### config.mk
export PLATFORM = sky130hd
export DESIGN_NAME = rsv_monitor
export DESIGN_NICKNAME = d
export VERILOG_FILES = /design/src/rtl/rsv_pkg.sv /design/src/rtl/rsv_alloc.sv /design/src/rtl/rsv_entry.sv /design/src/rtl/rsv_monitor.sv
export SDC_FILE = /design/constraint.sdc
export NUM_CORES = 1
export LEC_CHECK = 0
export CORE_MARGIN = 2
export CORE_UTILIZATION = 60
export CTS_CLUSTER_SIZE = 20
export DETAILED_ROUTE_END_ITERATION = 7
export DONT_BUFFER_PORTS = 1
export GPL_TIMING_DRIVEN = 0
export PLACE_DENSITY_LB_ADDON = 0.3
export RECOVER_POWER = 25
export REMOVE_ABC_BUFFERS = 1
export SLEW_MARGIN = 40
export SYNTH_ARGS = -nofsm -noshare
export SYNTH_HDL_FRONTEND = slang
export SYNTH_HIERARCHICAL = 1
export SYNTH_SLANG_ARGS = --single-unit
export TNS_END_PERCENT = 5
### constraint.sdc
create_clock -name clk -period 3.6 [get_ports clk]
set_clock_uncertainty 0.05 [all_clocks]
set_input_delay 0.18 -clock clk [delete_from_list [all_inputs] [get_ports clk]]
set_output_delay 0.18 -clock clk [all_outputs]
set_load 0.01 [all_outputs]
### src/rtl/rsv_pkg.sv
package rsv_pkg;

    typedef struct packed {
        logic failed;
        logic phase;
        logic past_chk;
        logic ovf;
        logic sc_done;
        logic sc_success;
        logic fail_mode;
        logic snp_nack;
    } mon_state_t;

endpackage

### src/rtl/rsv_alloc.sv
module rsv_alloc #(
    parameter int N = 8
) (
    input  logic [N-1:0] free_vec,
    output logic [N-1:0] pick_oh,
    output logic         any_free
);
    always_comb begin
        logic found;
        found   = 1'b0;
        pick_oh = '0;
        for (int i = 0; i < N; i++) begin
            if (free_vec[i] && !found) begin
                pick_oh[i] = 1'b1;
                found      = 1'b1;
            end
        end
        any_free = found;
    end
endmodule

### src/rtl/rsv_entry.sv
module rsv_entry #(
    parameter int LINE_W = 26
) (
    input  logic              clk,
    input  logic              rst_n,
    input  logic              clear,
    input  logic              alloc_en,
    input  logic              lr_go,
    input  logic              lr_deny,
    input  logic [LINE_W-1:0] lr_line,
    input  logic              snp_kill,
    input  logic [LINE_W-1:0] snp_line,
    output logic              valid,
    output logic              bad,
    output logic              lr_hit,
    output logic              snp_hit
);
    typedef struct packed {
        logic              valid;
        logic [LINE_W-1:0] tag;
        logic              doomed;
        logic              interfered;
    } slot_t;

    slot_t slot_d, slot_q;

    assign lr_hit  = slot_q.valid && (slot_q.tag == lr_line);
    assign snp_hit = slot_q.valid && (slot_q.tag == snp_line);
    assign valid   = slot_q.valid;
    assign bad     = slot_q.valid && (slot_q.doomed || slot_q.interfered);

    always_comb begin
        slot_d = slot_q;
        if (clear) begin
            slot_d = '0;
        end else if (alloc_en) begin
            slot_d.valid      = 1'b1;
            slot_d.tag        = lr_line;
            slot_d.doomed     = lr_deny;
            slot_d.interfered = 1'b0;
        end else begin
            if (lr_go && lr_hit && lr_deny) slot_d.doomed = 1'b1;
            if (snp_kill && snp_hit)        slot_d.interfered = 1'b1;
        end
    end

    always_ff @(posedge clk) begin
        if (!rst_n) slot_q <= '0;
        else        slot_q <= slot_d;
    end

    assert_alloc_free_R1: assert property (@(posedge clk) disable iff (!rst_n)
        alloc_en |-> !slot_q.valid);

    assert_clear_empties_R8: assert property (@(posedge clk) disable iff (!rst_n)
        clear |=> !slot_q.valid);
endmodule

### src/rtl/rsv_monitor.sv
module rsv_monitor
    import rsv_pkg::*;
#(
    parameter int PA_W       = 32,
    parameter int LINE_BYTES = 64,
    parameter int SLOTS      = 8,
    parameter int PRIO_W     = 3
) (
    input  logic              clk,
    input  logic              rst_n,
    input  logic [PRIO_W-1:0] local_prio,
    input  logic              lr_valid,
    input  logic [PA_W-1:0]   lr_addr,
    input  logic              lr_excl_ok,
    input  logic              chk_valid,
    input  logic              snp_valid,
    input  logic [PA_W-1:0]   snp_addr,
    input  logic [PRIO_W-1:0] snp_prio,
    input  logic              snp_excl,
    input  logic              sc_valid,
    output logic              sc_done,
    output logic              sc_success,
    output logic              fail_mode,
    output logic              snp_nack
);
    localparam int OFS_W  = $clog2(LINE_BYTES);
    localparam int LINE_W = PA_W - OFS_W;

    logic [LINE_W-1:0] lr_line, snp_line;
    logic [SLOTS-1:0]  v_vec, bad_vec, lr_hit, snp_hit, pick_oh, alloc_en;
    logic              any_free, lr_go, snp_go, remote_wins;
    logic              lr_hit_any, snp_hit_any, ovf_ev, fail_ev;
    mon_state_t        st_d, st_q;

    assign lr_line     = lr_addr[PA_W-1:OFS_W];
    assign snp_line    = snp_addr[PA_W-1:OFS_W];
    assign lr_go       = lr_valid && !sc_valid;
    assign snp_go      = snp_valid && snp_excl && !sc_valid;
    assign remote_wins = (snp_prio >= local_prio);
    assign lr_hit_any  = |lr_hit;
    assign snp_hit_any = |snp_hit;
    assign alloc_en    = pick_oh & {SLOTS{lr_go && !lr_hit_any}};
    assign ovf_ev      = lr_go && !lr_hit_any && !any_free;
    assign fail_ev     = ovf_ev || (lr_go && !lr_excl_ok)
                      || (snp_go && remote_wins && snp_hit_any);

    rsv_alloc #(.N(SLOTS)) alloc_i (
        .free_vec (~v_vec),
        .pick_oh  (pick_oh),
        .any_free (any_free)
    );

    for (genvar g = 0; g < SLOTS; g++) begin : g_slot
        rsv_entry #(.LINE_W(LINE_W)) entry_i (
            .clk      (clk),
            .rst_n    (rst_n),
            .clear    (sc_valid),
            .alloc_en (alloc_en[g]),
            .lr_go    (lr_go),
            .lr_deny  (!lr_excl_ok),
            .lr_line  (lr_line),
            .snp_kill (snp_go && remote_wins),
            .snp_line (snp_line),
            .valid    (v_vec[g]),
            .bad      (bad_vec[g]),
            .lr_hit   (lr_hit[g]),
            .snp_hit  (snp_hit[g])
        );
    end

    always_comb begin
        st_d            = st_q;
        st_d.sc_done    = sc_valid;
        st_d.sc_success = 1'b0;
        st_d.fail_mode  = 1'b0;
        st_d.snp_nack   = snp_go && !remote_wins && snp_hit_any;
        if (sc_valid) begin
            st_d.sc_success = (|v_vec) && !st_q.ovf && !(|bad_vec);
            st_d.fail_mode  = !st_d.sc_success && st_q.failed && st_q.phase;
            st_d.failed     = 1'b0;
            st_d.phase      = 1'b0;
            st_d.past_chk   = 1'b0;
            st_d.ovf        = 1'b0;
        end else begin
            if (chk_valid) st_d.past_chk = 1'b1;
            if (ovf_ev)    st_d.ovf = 1'b1;
            if (fail_ev && !st_q.failed) begin
                st_d.failed = 1'b1;
                st_d.phase  = st_q.past_chk;
            end
        end
    end

    always_ff @(posedge clk) begin
        if (!rst_n) st_q <= '0;
        else        st_q <= st_d;
    end

    assign sc_done    = st_q.sc_done;
    assign sc_success = st_q.sc_success;
    assign fail_mode  = st_q.fail_mode;
    assign snp_nack   = st_q.snp_nack;

    assert_distinct_lines_R1: assert property (@(posedge clk) disable iff (!rst_n)
        $onehot0(lr_hit));

    assert_done_follows_sc_R8: assert property (@(posedge clk) disable iff (!rst_n)
        sc_valid |=> sc_done);

    assert_success_in_done_R8: assert property (@(posedge clk) disable iff (!rst_n)
        sc_success |-> sc_done);

    assert_mode_on_fail_R9: assert property (@(posedge clk) disable iff (!rst_n)
        fail_mode |-> (sc_done && !sc_success));

    assert_nack_cause_R5: assert property (@(posedge clk) disable iff (!rst_n)
        snp_nack |-> $past(snp_valid && snp_excl && !sc_valid));

    assert_overflow_fails_R7: assert property (@(posedge clk) disable iff (!rst_n)
        (sc_valid && st_q.ovf) |=> !sc_success);
endmodule

Word level (Yosys, flattened, before mapping):

Cells that the tools add are included.

* eq/ne operators: 16
* magnitude comparators: 1
* reduce and logical (&&, ||, !) cells: 118
* mux-type cells: 39
* bitwise gates (word level): 3

Operators by type and width (number)
* $eq A26 B26 Y1: 16
* $logic_and A1 B1 Y1: 70
* $reduce_or A8 Y1: 4
* $mux W1: 31
* $reduce_or A3 Y1: 8
* $logic_not A1 Y1: 16
* $mux W2: 8
* $reduce_bool A2 Y1: 8
* $logic_or A1 B1 Y1: 10
* $and A8 B8 Y8: 1
* $not A8 Y8: 1
* $ge A3 B3 Y1: 1
* $reduce_and A2 Y1: 1
* $reduce_or A2 Y1: 1
* $not A1 Y1: 1

* register bits after elaboration: 240
* word-level logic and storage cells: 217
* bits of input ports: 78

Depth between registers and ports, before layout:

Gate-level depths: netlist of the first run.

* depth after elaboration: 28
* depth in mapped cells: 13

Hierarchy:

Netlist of the first run, hierarchy kept.

By module, submodules not included
* rsv_entry: area each 1661.6 um^2, cells an instance 180, instances 8, sequential area each 580.6 um^2
* rsv_monitor: area each 549.3 um^2, cells an instance 68, instances 1, sequential area each 160.2 um^2
* rsv_alloc: area each 96.3 um^2, cells an instance 12, instances 1, sequential area each 0.0 um^2

Worst setup path after synthesis of the first run:

No wires, ideal clock.

* path type: reg-to-reg
* start: register g_slot[2].entry_i/slot_q[10] in the netlist's numbering
* end: register g_slot[0].entry_i/slot_q[0] in the netlist's numbering
* clock period less this slack: 2.329 ns
* cell stages (with the launch flop): 14
* arrival: 2.210 ns
* setup slack: 1.271 ns
* cell sequence: dfxtp_1 -> xnor2_1 -> nand4_1 -> nor4_1 -> and4_1 -> nor4_1 -> and3_1 -> buf_6 -> and2_2 -> clkbuf_1 -> buf_2 -> nor3b_1 -> nand4_1 -> o21ai_1

* word-level cells in the longest chain between the ends: 7

Ends and longest elaborated chain
* start: declaration: RTL line rsv_entry.sv:25 `slot_t slot_d, slot_q;`
* start signal: assignment: RTL line rsv_entry.sv:49 `else slot_q <= slot_d;`
* $eq A26 B26 Y1: RTL line rsv_entry.sv:27 `assign lr_hit = slot_q.valid && (slot_q.tag == lr_line);`
* $logic_and A1 B1 Y1: RTL line rsv_entry.sv:27
* named net lr_hit[2]: RTL line rsv_monitor.sv:30 `logic [SLOTS-1:0] v_vec, bad_vec, lr_hit, snp_hit, pick_oh, alloc_en;`
* $reduce_or A8 Y1: RTL line rsv_monitor.sv:40 `assign lr_hit_any = |lr_hit;`
* $logic_not A1 Y1: RTL line rsv_monitor.sv:42 `assign alloc_en = pick_oh & {SLOTS{lr_go && !lr_hit_any}};`
* $logic_and A1 B1 Y1: RTL line rsv_monitor.sv:42
* $and A8 B8 Y8: RTL line rsv_monitor.sv:42
* named net alloc_en[0]: RTL line rsv_monitor.sv:30
* $reduce_or A3 Y1 (no line)
* end signal: assignment: RTL line rsv_entry.sv:49
* end: declaration: RTL line rsv_entry.sv:25

The timed path passes the listed nets, and every way through them passes these cells.
A chain may end at the register's enable or synchronous reset.

Worst setup path in the final report of the first run:

* start: input port lr_addr[18]
* end: register g_slot[3].entry_i/slot_q[26] in the netlist's numbering

* word-level cells in the longest chain between the ends: 6
* elaborated cells on any way between the ends: 20
* those cells by class: eq/ne: 8; bitwise: 1; reduce/logical: 11

Ends and longest elaborated chain
* start: declaration: RTL line rsv_monitor.sv:13 `input logic [PA_W-1:0] lr_addr,`
* $eq A26 B26 Y1: RTL line rsv_entry.sv:27
* $logic_and A1 B1 Y1: RTL line rsv_entry.sv:27
* named net lr_hit[4]: RTL line rsv_monitor.sv:30
* $reduce_or A8 Y1: RTL line rsv_monitor.sv:40
* $logic_not A1 Y1: RTL line rsv_monitor.sv:42
* $logic_and A1 B1 Y1: RTL line rsv_monitor.sv:42
* $and A8 B8 Y8: RTL line rsv_monitor.sv:42
* named net alloc_en[3]: RTL line rsv_monitor.sv:30
* end signal: assignment: RTL line rsv_entry.sv:49
* end: declaration: RTL line rsv_entry.sv:25

The timed path passes the listed nets, and every way through them passes these cells.

==> results of run 1 <==
tightest hold or removal path: stages:
cell and delay (ns):
sky130_fd_sc_hd__xnor2_1 0.04, sky130_fd_sc_hd__nand4_1 0.12, sky130_fd_sc_hd__or4_1 0.14, sky130_fd_sc_hd__o21ai_1 0.06
power breakdown:
part | switching (mW) | internal, mW | leakage [nW]
Clock | 1.11 | 1.61 | 0.430
Sequential | 0.0112 | 2.67 | 1.93
Combinational | 0.362 | 0.225 | 2.83
flip-flops by register name (all words and copies together) (netlist names):
signal and flops:
st_q 4, g_slot.entry_i/slot_q 224, snp_nack 1, fail_mode 1
g_slot.entry_i/valid 8, sc_success 1, sc_done 1
cells in the mapped netlist, types with 3 or more instances:
| master | instances | share of area, % |
|---|---|---|
| sky130_fd_sc_hd__or4_1 | 16 | 0.86 |
| sky130_fd_sc_hd__clkbuf_1 | 32 | 0.86 |
| sky130_fd_sc_hd__nand2b_1 | 9 | 0.40 |
| sky130_fd_sc_hd__nand2_1 | 20 | 0.54 |
| sky130_fd_sc_hd__and4_1 | 17 | 1.1 |
| sky130_fd_sc_hd__nor4_1 | 55 | 2.5 |
| sky130_fd_sc_hd__inv_1 | 22 | 0.59 |
| sky130_fd_sc_hd__nor2_1 | 253 | 6.8 |
| sky130_fd_sc_hd__ha_1 | 3 | 0.27 |
| sky130_fd_sc_hd__o21a_1 | 10 | 0.54 |
| sky130_fd_sc_hd__and2_2 | 9 | 0.48 |
| sky130_fd_sc_hd__and3_1 | 3 | 0.13 |
| sky130_fd_sc_hd__xnor2_1 | 240 | 15 |
| sky130_fd_sc_hd__a211o_1 | 9 | 0.57 |
| sky130_fd_sc_hd__nor3_1 | 17 | 0.61 |
| sky130_fd_sc_hd__buf_2 | 24 | 0.86 |
| sky130_fd_sc_hd__nand4_1 | 113 | 5.1 |
| sky130_fd_sc_hd__o21ai_1 | 16 | 0.57 |
| sky130_fd_sc_hd__xor2_1 | 176 | 11 |
| sky130_fd_sc_hd__dfxtp_1 | 240 | 34 |
| sky130_fd_sc_hd__nor3b_1 | 9 | 0.48 |
| sky130_fd_sc_hd__mux2i_1 | 209 | 15 |
layout make-up:
cell class	instances	area, sq um	area share, %
Sequential cell	240	4800	30.7
Clock buffer	43	816	5.21
Multi-Input combinational cell	1200	8810	56.3
Timing Repair Buffer	74	736	4.70
Inverter	22	82.6	0.527
Antenna cell	1	2.50	0.0160
Clock inverter	5	53.8	0.344
Tap cell	285	357	2.28
per-layer routing:
| metal | vias to the layer above | GRT usage (%) | share of wire [%] |
|---|---|---|---|
| li1 | 5347 | - | - |
| met1 | 5509 | 46.9 | 41 |
| met2 | 520 | 56.2 | 44 |
| met3 | 120 | 5.62 | 9.2 |
| met4 | 4 | 16.3 | 5.0 |
| met5 | - | 0 | 0.074 |
logic make-up after synthesis:
logic type      share of synthesized area (%)
fa+ha+maj                               0.269
mux                                      15.0
compound gates                           1.99
flops                                    34.5
simple gates                             19.7
buf+inv                                  2.45
xor+xnor                                 26.1
metrics by stage:
step	total power [mW]	std cells	utilization [%]	instance area (sq um)	worst slack [ns]
2_1_floorplan	3.05	1462	-	13700	1.23
3_3_place_gp	3.14	1747	61.8	14000	0.498
3_5_place_dp	3.14	1749	62.2	14100	0.593
4_1_cts	6.00	1869	69.2	15700	0.0570
5_1_grt	6.13	1869	69.0	15700	0.0697
6_report	5.98	1870	69.0	15700	0.261
timing repair:
| item | CTS | global route |
|---|---|---|
| endpoints found under the setup margin | 0 | 24 |
| hold buffers | 72 | 0 |
| hold endpoints to repair | 232 | 0 |
| resized for setup | 0 | 2 |
final timing paths:
check / cells after the start / endpoint / from
hold reg to reg: 2 / g_slot[3].entry_i/slot_q[0]$_SDFFE_PP0P_ / g_slot[3].entry_i/slot_q[0]$_SDFFE_PP0P_
hold / removal: 4 / g_slot[2].entry_i/slot_q[1]$_SDFFE_PP0P_ / lr_addr[9]
setup reg to reg: 10 / g_slot[3].entry_i/slot_q[26]$_SDFFE_PP0P_ / g_slot[1].entry_i/slot_q[26]$_SDFFE_PP0P_
setup / recovery: 10 / g_slot[3].entry_i/slot_q[26]$_SDFFE_PP0P_ / lr_addr[18]
==> flow_results.org, run 1 <==
** Timing
- Setup violations remaining at the end of the flow were counted as 0.
- Tmin final :: 3.34 ns
- Total negative slack for setup checks :: 0 ns
- Share of the cycle needed by the critical path after routing :: 92.8%
- Max-slew headroom at the worst pin :: 43.8%
- Unrepaired setup endpoints after global routing :: no
- Highest achievable clock rate :: 0.299 GHz
- Number of slew-limit violations in the final report :: 0
- Hold timing on the final database bottoms out at a slack of 0.0123 ns.
- At the pin with the least slew margin, the transition time is 0.844 ns.
- Number of hold violations in the final report :: 0

** Power
- Static power due to leakage :: 5.19 nW
- Pwr dens :: 382 nW/um^2
- Maximum vdd drop :: 0.638 mV

** Clock tree
- Clock net sink count :: 240
- Inserted Clock Buffers :: 27
- The root buffer cell chosen for the clock tree is sky130_fd_sc_hd__clkbuf_16.
- Number of buffers inserted to repair setup after CTS :: 0
- CTS built an H-tree with a depth of 1.
- The clock reaches the later pin of the worst-skew pair after 0.55 ns.
- Largest buffer count on any clock path :: 3
- Clock-pin transition on the worst setup and hold timing paths :: 0.06 ns
- TritonCTS built the clock tree.

** Synth
- Synthesized flop and latch total :: 240
- For this run, the number of Yosys warnings is 6.
- EDFF count, synth :: 0
- Synthesis instantiated 39 different standard cells from the library.
- Fraction of the yosys area taken by sequential cells :: 34.5%
- The cell area that synthesis handed to floorplanning was 13900 sq um.
- Among all flip-flop cells after synthesis, the most frequent one is sky130_fd_sc_hd__dfxtp_1.
- Avg Synthesized Cell Area :: 9.17 sq um
- Ys async rst share :: 0%
- Synthesis produced 1520 cells.

** Run
- Max Cap Viol :: 0

** Detailed routing
- The routed layout has 11500 vias.
- The pre-antenna-repair detailed-routing pass consisted of 5 iterations.
- In the routed layout, each cell is associated on average with a via count of 6.15.
- Post-detailed-route count of antenna-violating nets :: 0
- For this block, the initial DRC count from the detailed router was 1029.
- Post-route DRC violation count :: 0
- Routed wire length :: 43400 um
- Dividing the detail-routed wire length by the instance count gives 23.2 um.

** Global routing
- Grt total ovfl :: 0
- The via count of the first global-routing pass was 11313.
- Entering global routing, the biggest net connects 32 pins.
- Total GRT Usage :: 35.2%
- The first global-routing pass estimated 65100 um of wire.
- Antenna violations before repair :: 4

** Layout
- Relative to the synthesized area, the layout overhead comes to 12.4%.
- Leading cell type in the layout, fill and taps excluded :: sky130_fd_sc_hd__nor2_1
- Filler cell count :: 1813
- Leaving out fill and tap cells, the most frequent cells in the layout are 253 x sky130_fd_sc_hd__nor2_1, 240 x sky130_fd_sc_hd__dfxtp_1, 240 x sky130_fd_sc_hd__xnor2_1.
- Share of final-layout standard cells stronger than drive strength 1 :: 4.42%
- Final net count :: 1646

** Run status
- The flow ran to the end, and the final reports show no timing, DRC or antenna violations.

** Worst hold path
- The min-delay analysis places its worst path in the category in -> reg.

** Setup path
- Counting both buffers and inverters, the worst setup path holds a total of 2.
- Along the worst path, the maximum fanout reaches 19.
- Slowest stage cell on the critical path :: sky130_fd_sc_hd__dlygate4sd3_1
- The signal on the critical path passes through dlygate4sd3_1 -> xor2_1 -> nor4_1 -> and4_1 -> nor4_1 -> and3_1 -> and2_2 -> buf_16 -> mux2i_1 -> nor2_1.
- Required time of the worst setup path :: 3.95 ns
- Cell repeated most along the worst path :: sky130_fd_sc_hd__nor4_1
- Maximum single-stage delay on the critical path :: 1.04 ns
- The worst setup path is captured at a register.
- Data arrives at the worst endpoint at 3.69 ns.
- Startpoint Class :: input port
- Category of the most critical setup path :: in -> reg
- Top delay family on crit path :: simple AND/OR/NAND/NOR gates
- In this run the register-to-register setup slack is 0.50 ns.

** Floorplanning
- Die W :: 156 um
- From bottom edge to top edge, the die measures 156 um.
- In this run the core area contains 55 standard-cell rows.
- For this configuration, the core starts out at a cell density of 61.4%.
- I/O pins :: 82
- Full die area :: 24500 sq um
- The core region is 22700 sq um.

** Placed design
- The count of buffers added on input and output ports is 0.
- HPWL after detailed placement :: 28300 um
- At the end of routability-driven placement, the weighted congestion stood at 0.912.
Power figures use the tool's default switching activity.
==> run 2, diff against run 1 <==
--- a/config.mk
+++ b/config.mk
@@ -14,6 +14,7 @@
 export PLACE_DENSITY_LB_ADDON = 0.3
 export RECOVER_POWER = 25
 export REMOVE_ABC_BUFFERS = 1
+export SKIP_CTS_REPAIR_TIMING = 1
 export SLEW_MARGIN = 40
 export SYNTH_ARGS = -nofsm -noshare
 export SYNTH_HDL_FRONTEND = slang
==> constraint.sdc (replaced) <==
create_clock -name clk -period 3.6 [get_ports clk]
set_clock_uncertainty 0.05 [all_clocks]
set_input_delay 0.36 -clock clk [delete_from_list [all_inputs] [get_ports clk]]
set_output_delay 0.36 -clock clk [all_outputs]
set_load 0.01 [all_outputs]
==> run 2 against run 1 <==
- global-route usage decreased by 4.2 points
- routed wire length decreased by 2.1%
- the run now ends with negative hold slack left
- sequential share of layout area increased by 0.80 points
- critical path type is now reg -> reg
- count of clock-buffer cells in the layout unchanged
- critical endpoint is now g_slot[1].entry_i/slot_q[25]$_SDFFE_PP0P_
==> flow_results.org, run 2 (synthesis gave the netlist of run 1 again) <==
** Run status
- The flow ran to the end, but the final reports show violations.
- Violations in the final reports :: negative hold slack

** Layout
- Fin area :: 15300 sq um
- Share of final-layout standard cells stronger than drive strength 1 :: 3.96%
- Leading cell type in the layout, fill and taps excluded :: sky130_fd_sc_hd__nor2_1
- Commonest cells after routing, fill and taps aside :: 253 x sky130_fd_sc_hd__nor2_1, 240 x sky130_fd_sc_hd__dfxtp_1, 240 x sky130_fd_sc_hd__xnor2_1
- The area growth from synthesis to layout is 9.51%.
- Max reg flops :: 224
- For this run, the number of standard cells in the final layout without fillers is 1826.
- Final net count :: 1603
- Most flops, register :: g_slot.entry_i/slot_q
- Counting the fill cells in the layout gives 1860.
- Core Util, Final :: 67.2%
- The repair_antennas step left the layout with diodes totalling 0.

** Floorplanning
- Die W :: 156 um
- For this design the top-level I/O count stands at 82.
- Row Count :: 55
- Full die area :: 24500 sq um
- Chip height :: 156 um
- In this run the standard cell core region covers 22700 sq um.
- For this configuration, the core starts out at a cell density of 61.4%.

** Global routing
- The via count of the first global-routing pass came to 10722.
- After global routing the overflow that remains totals 0.
- Entering global routing, the biggest net connects 32 pins.
- Global routing used 31.0% of the available tracks.
- Wire length of the first global-routing pass :: 58600 um
- Antenna violations before repair :: 0

** Timing
- Final hold analysis gives a worst-case slack of -0.0285 ns.
- Setup total negative slack on the finished layout was measured at 0 ns.
- Tightest Pin Transition :: 1.01 ns
- The count of final max-slew check failures was 0.
- Derived from the worst setup path, the maximum achievable clock frequency is 0.306 GHz.
- Max-slew headroom at the worst pin :: 32.8%
- Number of hold violations in the final report :: 3
- Setup violations remaining at the end of the flow were counted as 0.
- Dividing the final minimum period by the clock period gives 90.8%.
- Unrepaired setup endpoints after global routing :: no
- Tmin final :: 3.27 ns

** Setup path
- Of all nets on the critical path, the largest fanout is 31.
- Crit. End Element :: register
- STA classifies the critical path startpoint as a register.
- STA puts the critical path data required time at 3.95 ns.
- Category of the most critical setup path :: reg -> reg
- Worst EP arrival :: 3.61 ns

** Power
- The completed layout was analyzed and its total power is 5.90 mW.
- The internal portion of the total power is 4.49 mW.
- Maximum vdd drop :: 0.625 mV
- Power share of the combinational group :: 8.4%
- Clock Power Share :: 46.2%
- Pwr dens :: 386 nW/um^2
- Net switching is 23.9% of the power.
- Summed over all nets, the switching power comes to 1.41 mW.
- Power share of the sequential group :: 45.4%
- For this design the static power due to leakage is 5.01 nW.

** Worst hold path
- Hold crit path type :: in -> reg

** Placed design
- The congestion estimate from routability-driven global placement came to 0.912.
- Area post-placement :: 14100 sq um
- Port bufs :: 0
- Detailed placement ended at an HPWL of 28300 um.
- Counting tap cells, the placed design contains a total of 1749 instances.

** Detailed routing
- After detailed routing, the number of remaining DRC violations is 0.
- Total length of routed met2 wires :: 18500 um
- Summed over all nets, wire length on met3 after detailed routing comes to 3710 um.
- The highest layer touched by signal routing is met4.
- Average detailed-routed wire length per instance :: 23.3 um
- Starting DRT DRC Count :: 1141
- After detailed routing, the total wire length is 42500 um.
- In the routed layout, each cell is associated on average with a via count of 6.24.
- Vias after detailed routing :: 11395
- The detailed router put a total of 17600 um of wire on met1.
- The count of nets left with antenna violations once routing finished came out at 0.
- Detailed-routing iteration count for the pre-antenna-repair pass :: 6

** Clock tree
- Largest buffer count on any clock path :: 3
- For the worst-skew pair, the clock arrives at the later sink with an insertion delay of 0.56 ns.
- TritonCTS created 27 clock buffers.
- Clock net sink count :: 240
- Clock tree from TritonCTS :: yes
- Master cell of the clock root buffer :: sky130_fd_sc_hd__clkbuf_16
- Number of levels the H-tree was split into :: 1
- After clock tree synthesis, the clock-pin slew on the worst setup and hold paths is 0.06 ns.

** Run
- Max Cap Viol :: 0
-- run 2: layout make-up --
type,count,area (sq um),share of cell area (%)
multi-input cells,1200,8800,57.7
well taps,285,357,2.34
clock inverters,5,53.8,0.352
repair buffers,31,345,2.26
inverters,22,82.6,0.541
flip-flops and latches,240,4800,31.5
clock buffers,43,816,5.34
-- run 2: metrics by stage --
step                      setup WS (ns)  hold WS (ns)
final                             0.332       -0.0285
after global routing              0.161       0.00849
after CTS                         0.575        -0.141
after detailed placement          0.570         0.392
after floorplan                    1.23         0.376
after global placement            0.476         0.383
-- run 2: power by group through the flow --
stage / Clock, mW / Sequential [mW] / Combinational, mW
after CTS: 2.75 / 2.68 / 0.412
final: 2.72 / 2.68 / 0.497
after global placement: 0 / 2.73 / 0.401
after global routing: 2.84 / 2.68 / 0.527
after floorplan: 0 / 2.73 / 0.315
after detailed placement: 0 / 2.73 / 0.410
-- run 2: critical path, stage by stage (launching register included) --
cell and delay [ns]:
sky130_fd_sc_hd__dfxtp_1 0.39, sky130_fd_sc_hd__xnor2_1 0.18, sky130_fd_sc_hd__nand4_1 0.14, sky130_fd_sc_hd__nor4_1 0.05, sky130_fd_sc_hd__and4_1 0.22, sky130_fd_sc_hd__nor4_1 0.42, sky130_fd_sc_hd__and3_1 0.43, sky130_fd_sc_hd__and2_2 0.88
sky130_fd_sc_hd__mux2i_1 0.30, sky130_fd_sc_hd__nor2_1 0.06
-- run 2: worst paths after layout --
kind | slack, ns | endpoint | from | cells after the start
worst min register to register | 0.40 | g_slot[1].entry_i/slot_q[0]$_SDFFE_PP0P_ | g_slot[1].entry_i/slot_q[0]$_SDFFE_PP0P_ | 2
worst min-delay path | -0.03 | g_slot[2].entry_i/slot_q[22]$_SDFFE_PP0P_ | lr_addr[26] | 2
worst max register to register | 0.33 | g_slot[1].entry_i/slot_q[25]$_SDFFE_PP0P_ | g_slot[1].entry_i/slot_q[20]$_SDFFE_PP0P_ | 9
worst max-delay path | 0.33 | g_slot[1].entry_i/slot_q[25]$_SDFFE_PP0P_ | g_slot[1].entry_i/slot_q[20]$_SDFFE_PP0P_ | 9
-- run 2: layer usage --
| metal | vias to the layer above | global-route usage [%] |
|---|---|---|
| li1 | 5256 | - |
| met1 | 5410 | 39.3 |
| met2 | 580 | 51.8 |
| met3 | 149 | 2.94 |
| met4 | 0 | 18.0 |
| met5 | - | 0 |
